`config.mk`:
```
export PLATFORM = sky130hd
export DESIGN_NAME = rstv_ack_unit
export DESIGN_NICKNAME = d
export VERILOG_FILES = /design/src/rtl/rstv_pkg.sv /design/src/rtl/rstv_pending.sv /design/src/rtl/rstv_prio.sv /design/src/rtl/rstv_enable.sv /design/src/rtl/rstv_ack_unit.sv
export SDC_FILE = /design/constraint.sdc
export NUM_CORES = 1
export LEC_CHECK = 0
export BUFFER_PORTS_ARGS = -buffer_cell sky130_fd_sc_hd__buf_2
export CAP_MARGIN = 20
export CORE_UTILIZATION = 35
export DETAILED_ROUTE_END_ITERATION = 6
export PLACE_DENSITY = 0.67
export REMOVE_ABC_BUFFERS = 1
export SYNTH_ARGS = -nofsm -noshare
export SYNTH_HDL_FRONTEND = slang
export SYNTH_SLANG_ARGS = --single-unit
```
`constraint.sdc`:
```
create_clock -name clk -period 2.6 [get_ports clk]
set_input_delay 0.13 -clock clk [delete_from_list [all_inputs] [get_ports clk]]
set_output_delay 0.13 -clock clk [all_outputs]
set_load 0.05 [all_outputs]
```
`src/rtl/rstv_pkg.sv`:
```
package rstv_pkg;
  localparam int unsigned IDX_W       = 3;
  localparam int unsigned SLOT_SHIFT  = 3;
  localparam logic [7:0]  RST_BASE    = 8'hC7;
  localparam logic [IDX_W-1:0] IDLE_IDX = 3'd7;

  function automatic logic [7:0] rst_opcode(input logic [IDX_W-1:0] n);
    return RST_BASE | {2'b00, n, 3'b000};
  endfunction
endpackage

```
`src/rtl/rstv_pending.sv`:
```
module rstv_pending #(
  parameter int unsigned N = 8
) (
  input  logic                       clk,
  input  logic                       rst_n,
  input  logic [N-1:0]               req,
  input  logic                       clr_en,
  input  logic [rstv_pkg::IDX_W-1:0] clr_idx,
  output logic [N-1:0]               pend
);
  logic [N-1:0] req_q;
  logic [N-1:0] pend_nx;

  for (genvar g = 0; g < N; g++) begin : g_src
    logic clr_hit;
    assign clr_hit    = clr_en && (clr_idx == rstv_pkg::IDX_W'(g));
    assign pend_nx[g] = (pend[g] && !clr_hit) || (req[g] && !req_q[g]);
  end

  always_ff @(posedge clk or negedge rst_n) begin
    if (!rst_n) begin
      req_q <= '0;
      pend  <= '0;
    end else begin
      req_q <= req;
      pend  <= pend_nx;
    end
  end
endmodule

```
`src/rtl/rstv_prio.sv`:
```
module rstv_prio #(
  parameter int unsigned N = 8
) (
  input  logic [N-1:0]               pend,
  output logic                       any,
  output logic [rstv_pkg::IDX_W-1:0] idx
);
  always_comb begin
    any = |pend;
    idx = rstv_pkg::IDLE_IDX;
    for (int i = N - 1; i >= 0; i--) begin
      if (pend[i]) idx = rstv_pkg::IDX_W'(i);
    end
  end
endmodule

```
`src/rtl/rstv_enable.sv`:
```
module rstv_enable (
  input  logic clk,
  input  logic rst_n,
  input  logic set_stb,
  input  logic clr_stb,
  input  logic accept,
  output logic ie
);
  logic ie_nx;

  always_comb begin
    ie_nx = ie;
    if (set_stb) ie_nx = 1'b1;
    if (clr_stb) ie_nx = 1'b0;
    if (accept)  ie_nx = 1'b0;
  end

  always_ff @(posedge clk or negedge rst_n) begin
    if (!rst_n) ie <= 1'b0;
    else        ie <= ie_nx;
  end
endmodule

```
`src/rtl/rstv_ack_unit.sv`:
```
module rstv_ack_unit #(
  parameter int unsigned NUM_SRC = 8,
  parameter int unsigned ADDR_W  = 16
) (
  input  logic               clk,
  input  logic               rst_n,
  input  logic               en_stb,
  input  logic               dis_stb,
  input  logic [NUM_SRC-1:0] dev_req,
  input  logic               ack,
  output logic               int_req,
  output logic [7:0]         data_o,
  output logic               data_oe,
  output logic [ADDR_W-1:0]  vec_addr
);
  import rstv_pkg::*;

  localparam int unsigned VEC_W = IDX_W + SLOT_SHIFT;

  logic [NUM_SRC-1:0] pend;
  logic               any_pend;
  logic [IDX_W-1:0]   win_idx;
  logic               ie;
  logic               ack_q;
  logic               ack_rise;
  logic [IDX_W-1:0]   sel_q;
  logic [IDX_W-1:0]   sel_nx;
  logic [IDX_W-1:0]   cur_idx;

  assign ack_rise = ack && !ack_q;

  rstv_pending #(.N(NUM_SRC)) u_pend (
    .clk(clk), .rst_n(rst_n), .req(dev_req),
    .clr_en(ack_rise), .clr_idx(win_idx), .pend(pend)
  );

  rstv_prio #(.N(NUM_SRC)) u_prio (
    .pend(pend), .any(any_pend), .idx(win_idx)
  );

  rstv_enable u_en (
    .clk(clk), .rst_n(rst_n), .set_stb(en_stb), .clr_stb(dis_stb),
    .accept(ack_rise), .ie(ie)
  );

  always_comb begin
    sel_nx = sel_q;
    if (ack_rise) sel_nx = win_idx;
  end

  always_ff @(posedge clk or negedge rst_n) begin
    if (!rst_n) begin
      ack_q <= 1'b0;
      sel_q <= IDLE_IDX;
    end else begin
      ack_q <= ack;
      sel_q <= sel_nx;
    end
  end

  assign cur_idx  = (ack && ack_q) ? sel_q : win_idx;
  assign int_req  = ie && any_pend;
  assign data_oe  = ack;
  assign data_o   = ack ? rst_opcode(cur_idx) : 8'h00;
  assign vec_addr = ADDR_W'({cur_idx, {SLOT_SHIFT{1'b0}}});

  logic [VEC_W-1:0] unused_w;
  assign unused_w = '0;
endmodule

```
==> flow_metrics.py <==
metrics = {
    "sta": {
        "fin_skew_ns": 0.000874,
        "worst_pin_slew_ns": 0.508,
        "maxSlewHeadroom": 0.661,
        "fmax_ghz": 0.469,
        "finalSetupViolCount": 0,
        "post-route-min-period_ns": 2.13,
        "period_share": 0.819,
        "final-max-slew-violation-count": 0,
        "rsz0062_at_grt": "no",
        "hold_viol_final": 0,
        "tns_ns": 0,
    },
    "clock_network": {
        "htreeDepth": 1,
        "hold_buffers": 11,
        "cts_root_buffer": "clkbuf_4",
        "path_clk_slew_ns": 0.11,
        "cts_tree": "yes",
        "cts_sinks": 21,
        "cts_setup_buffers": 0,
        "ctsResizeCount": 0,
        "clk_path_buf_depth": 2,
        "cts_buffers": 3,
        "worstSkewPairLatency_ns": 0.29,
    },
    "layout": {
        "final_cell_mix": "25 x buf_2, 18 x dfrtp_1, 15 x o21ai_0, 13 x conb_1, 11 x dlygate4sd3_1",
        "drive_above_1_share": 0.250,
        "area_growth_pct": 19.3,
        "antenna_cells": 0,
        "nNetsFinal": 146,
        "final_common_cell": "buf_2",
        "final_core_util": 0.459,
    },
    "power_and_ir_drop": {
        "ir_worst_vdd_mv": 0.422,
        "power_leakage_nw": 0.567,
        "pwr_density_cell_mw_per_mm2": 564,
        "p_total_w": 0.000672,
    },
    "critical_path": {
        "max_stage_delay_ns": 0.66,
        "cp_slowest_cell": "or4_1",
        "path_class": "reg -> out",
        "start_kind": "flip-flop",
        "end_kind": "primary output",
        "critPathMaxFanout": 7,
        "crit_buf_inv": 1,
        "critical_path.cell_chain": "or4_1 -> or2_4 -> nand2_1 -> buf_2",
        "cp.arrival_ns": 2.00,
        "crit_required_ns": 2.47,
        "critPathTopFamily": "simple AND/OR/NAND/NOR gates",
    },
    "die": {
        "dieArea_mm2": 0.00307,
        "ioPinCount": 39,
        "dieHeight_um": 55.4,
        "die_w_um": 55.4,
        "fp-row-count": 18,
        "coreArea_mm2": 0.00259,
        "start_util": 0.385,
    },
    "global_routing": {
        "antenna_found_initial": 0,
        "grt_max_degree": 22,
        "grt_pass1_wl_um": 2860,
        "gr-total-overflow": 0,
        "grt_pass1_vias": 664,
        "grt.total_usage": 0.120,
    },
    "synthesis": {
        "synth_ff_type": "dfrtp_1",
        "synth.distinct_cells": 22,
        "synth_cells": 101,
        "ys.warnings.count": 0,
        "syn_area_um2": 997,
        "synth_edf_count": 0,
        "async_flop_share": 1.00,
        "synth-seq-cells": 21,
        "synth-seq-area-share": 0.531,
        "avgSynthCellArea_um2": 9.87,
    },
    "min_path": {
        "hold_class": "in -> reg",
    },
    "routing": {
        "wirelength_um": 1740,
        "drc": 0,
        "wl_per_cell_um": 10.7,
        "viasPerCell": 4.57,
        "drtIter0Drc": 15,
        "drtAntennaViolNets": 0,
        "vias": 740,
        "drt_first_pass_iters": 4,
    },
    "flow_run": {
        "cap_viol_max_count": 0,
    },
    "placement": {
        "port_buffers": 25,
        "place_congestion": 0.744,
        "dp_hpwl_um": 1220,
    },
    "outcome": {
        "outcome": "completed",
    },
}
[routing by layer]
metal | vias to the layer above | global-route usage | part of all wire | wire (µm)
li1 | 368 | - | - | -
met1 | 335 | 0.147 | 0.47 | 824
met2 | 33 | 0.200 | 0.47 | 807
met3 | 4 | 0.0304 | 0.044 | 76
met4 | 0 | 0.0536 | 0.015 | 26
met5 | - | 0 | 0 | 0
[worst paths after layout]
kind | startpoint | end | slack (ns) | cells after the start
min in group asynchronous | rst_n | u_pend.req_q[6]$_DFF_PN0_ | 0.30 | 2
setup reg to reg | u_pend.pend[1]$_DFF_PN0_ | u_pend.pend[6]$_DFF_PN0_ | 0.91 | 3
hold reg to reg | u_pend.req_q[0]$_DFF_PN0_ | u_pend.pend[0]$_DFF_PN0_ | 0.42 | 1
max in group asynchronous | rst_n | sel_q[0]$_DFFE_PN1P_ | 1.96 | 2
hold / removal | en_stb | u_en.ie$_DFFE_PN0P_ | 0.10 | 3
setup / recovery | u_pend.pend[1]$_DFF_PN0_ | data_o[5] | 0.47 | 4
[cell families (layout without fill, tap and decap cells)]
logic type,after synthesis,after routing,share of synthesized area
other,1,13,0.00376
AO/OA/AOI/OAI,25,25,0.157
flip-flops,21,21,0.531
buffers and inverters,28,47,0.178
AND/OR/NAND/NOR,26,26,0.131
[sequential cells by signal, indices dropped and copies added, names as in the netlist]
| register | count |
|---|---|
| ack_q | 1 |
| sel_q | 3 |
| u_en.ie | 1 |
| u_pend.pend | 8 |
| u_pend.req_q | 8 |
[layout make-up]
type / instances / area, µm²
tap: 30 / 37.5
sequential: 21 / 529
multi-input combinational: 64 / 335
fill: 255 / 1400
clock buffer: 4 / 26.3
inverter: 7 / 26.3
timing repair buffer: 36 / 235
[worst min-delay path: stages]
cell,delay [ns]
buf_2,0.08
o21ai_0,0.07
nor2_1,0.09
[synth_stat cells, types with 2 or more instances]
| library cell | n | share of area |
|---|---|---|
| buf_4 | 19 | 0.14 |
| o41ai_1 | 4 | 0.035 |
| o21ai_0 | 15 | 0.075 |
| o21a_1 | 2 | 0.015 |
| dfstp_2 | 3 | 0.079 |
| nor2_1 | 5 | 0.019 |
| nor2b_1 | 3 | 0.019 |
| nand2b_1 | 2 | 0.013 |
| o31ai_1 | 3 | 0.023 |
| dfrtp_1 | 18 | 0.45 |
| inv_1 | 7 | 0.026 |
| nand2_1 | 10 | 0.038 |
[per-stage QoR]
| stage | hold WS (ns) | area [µm²] | std cells | worst slack, ns |
|---|---|---|---|---|
| 4_1_cts | 0.0983 | 1190 | 162 | 0.465 |
| 6_report | 0.100 | 1190 | 162 | 0.469 |
| 2_1_floorplan | -0.166 | 891 | 92 | 0.136 |
| 3_5_place_dp | 0.111 | 1050 | 147 | 0.812 |
| 3_3_place_gp | 0.102 | 1050 | 147 | 0.848 |
| 5_1_grt | 0.121 | 1190 | 162 | 0.360 |
[report_power, final]
group / switching [W] / internal, W / leakage, nW
combinational: 0.000120 / 0.0000383 / 0.329
clock: 0.0000927 / 0.0000597 / 0.0150
sequential: 0.0000129 / 0.000348 / 0.224
Note: power is estimated with default switching activity, not from simulation.
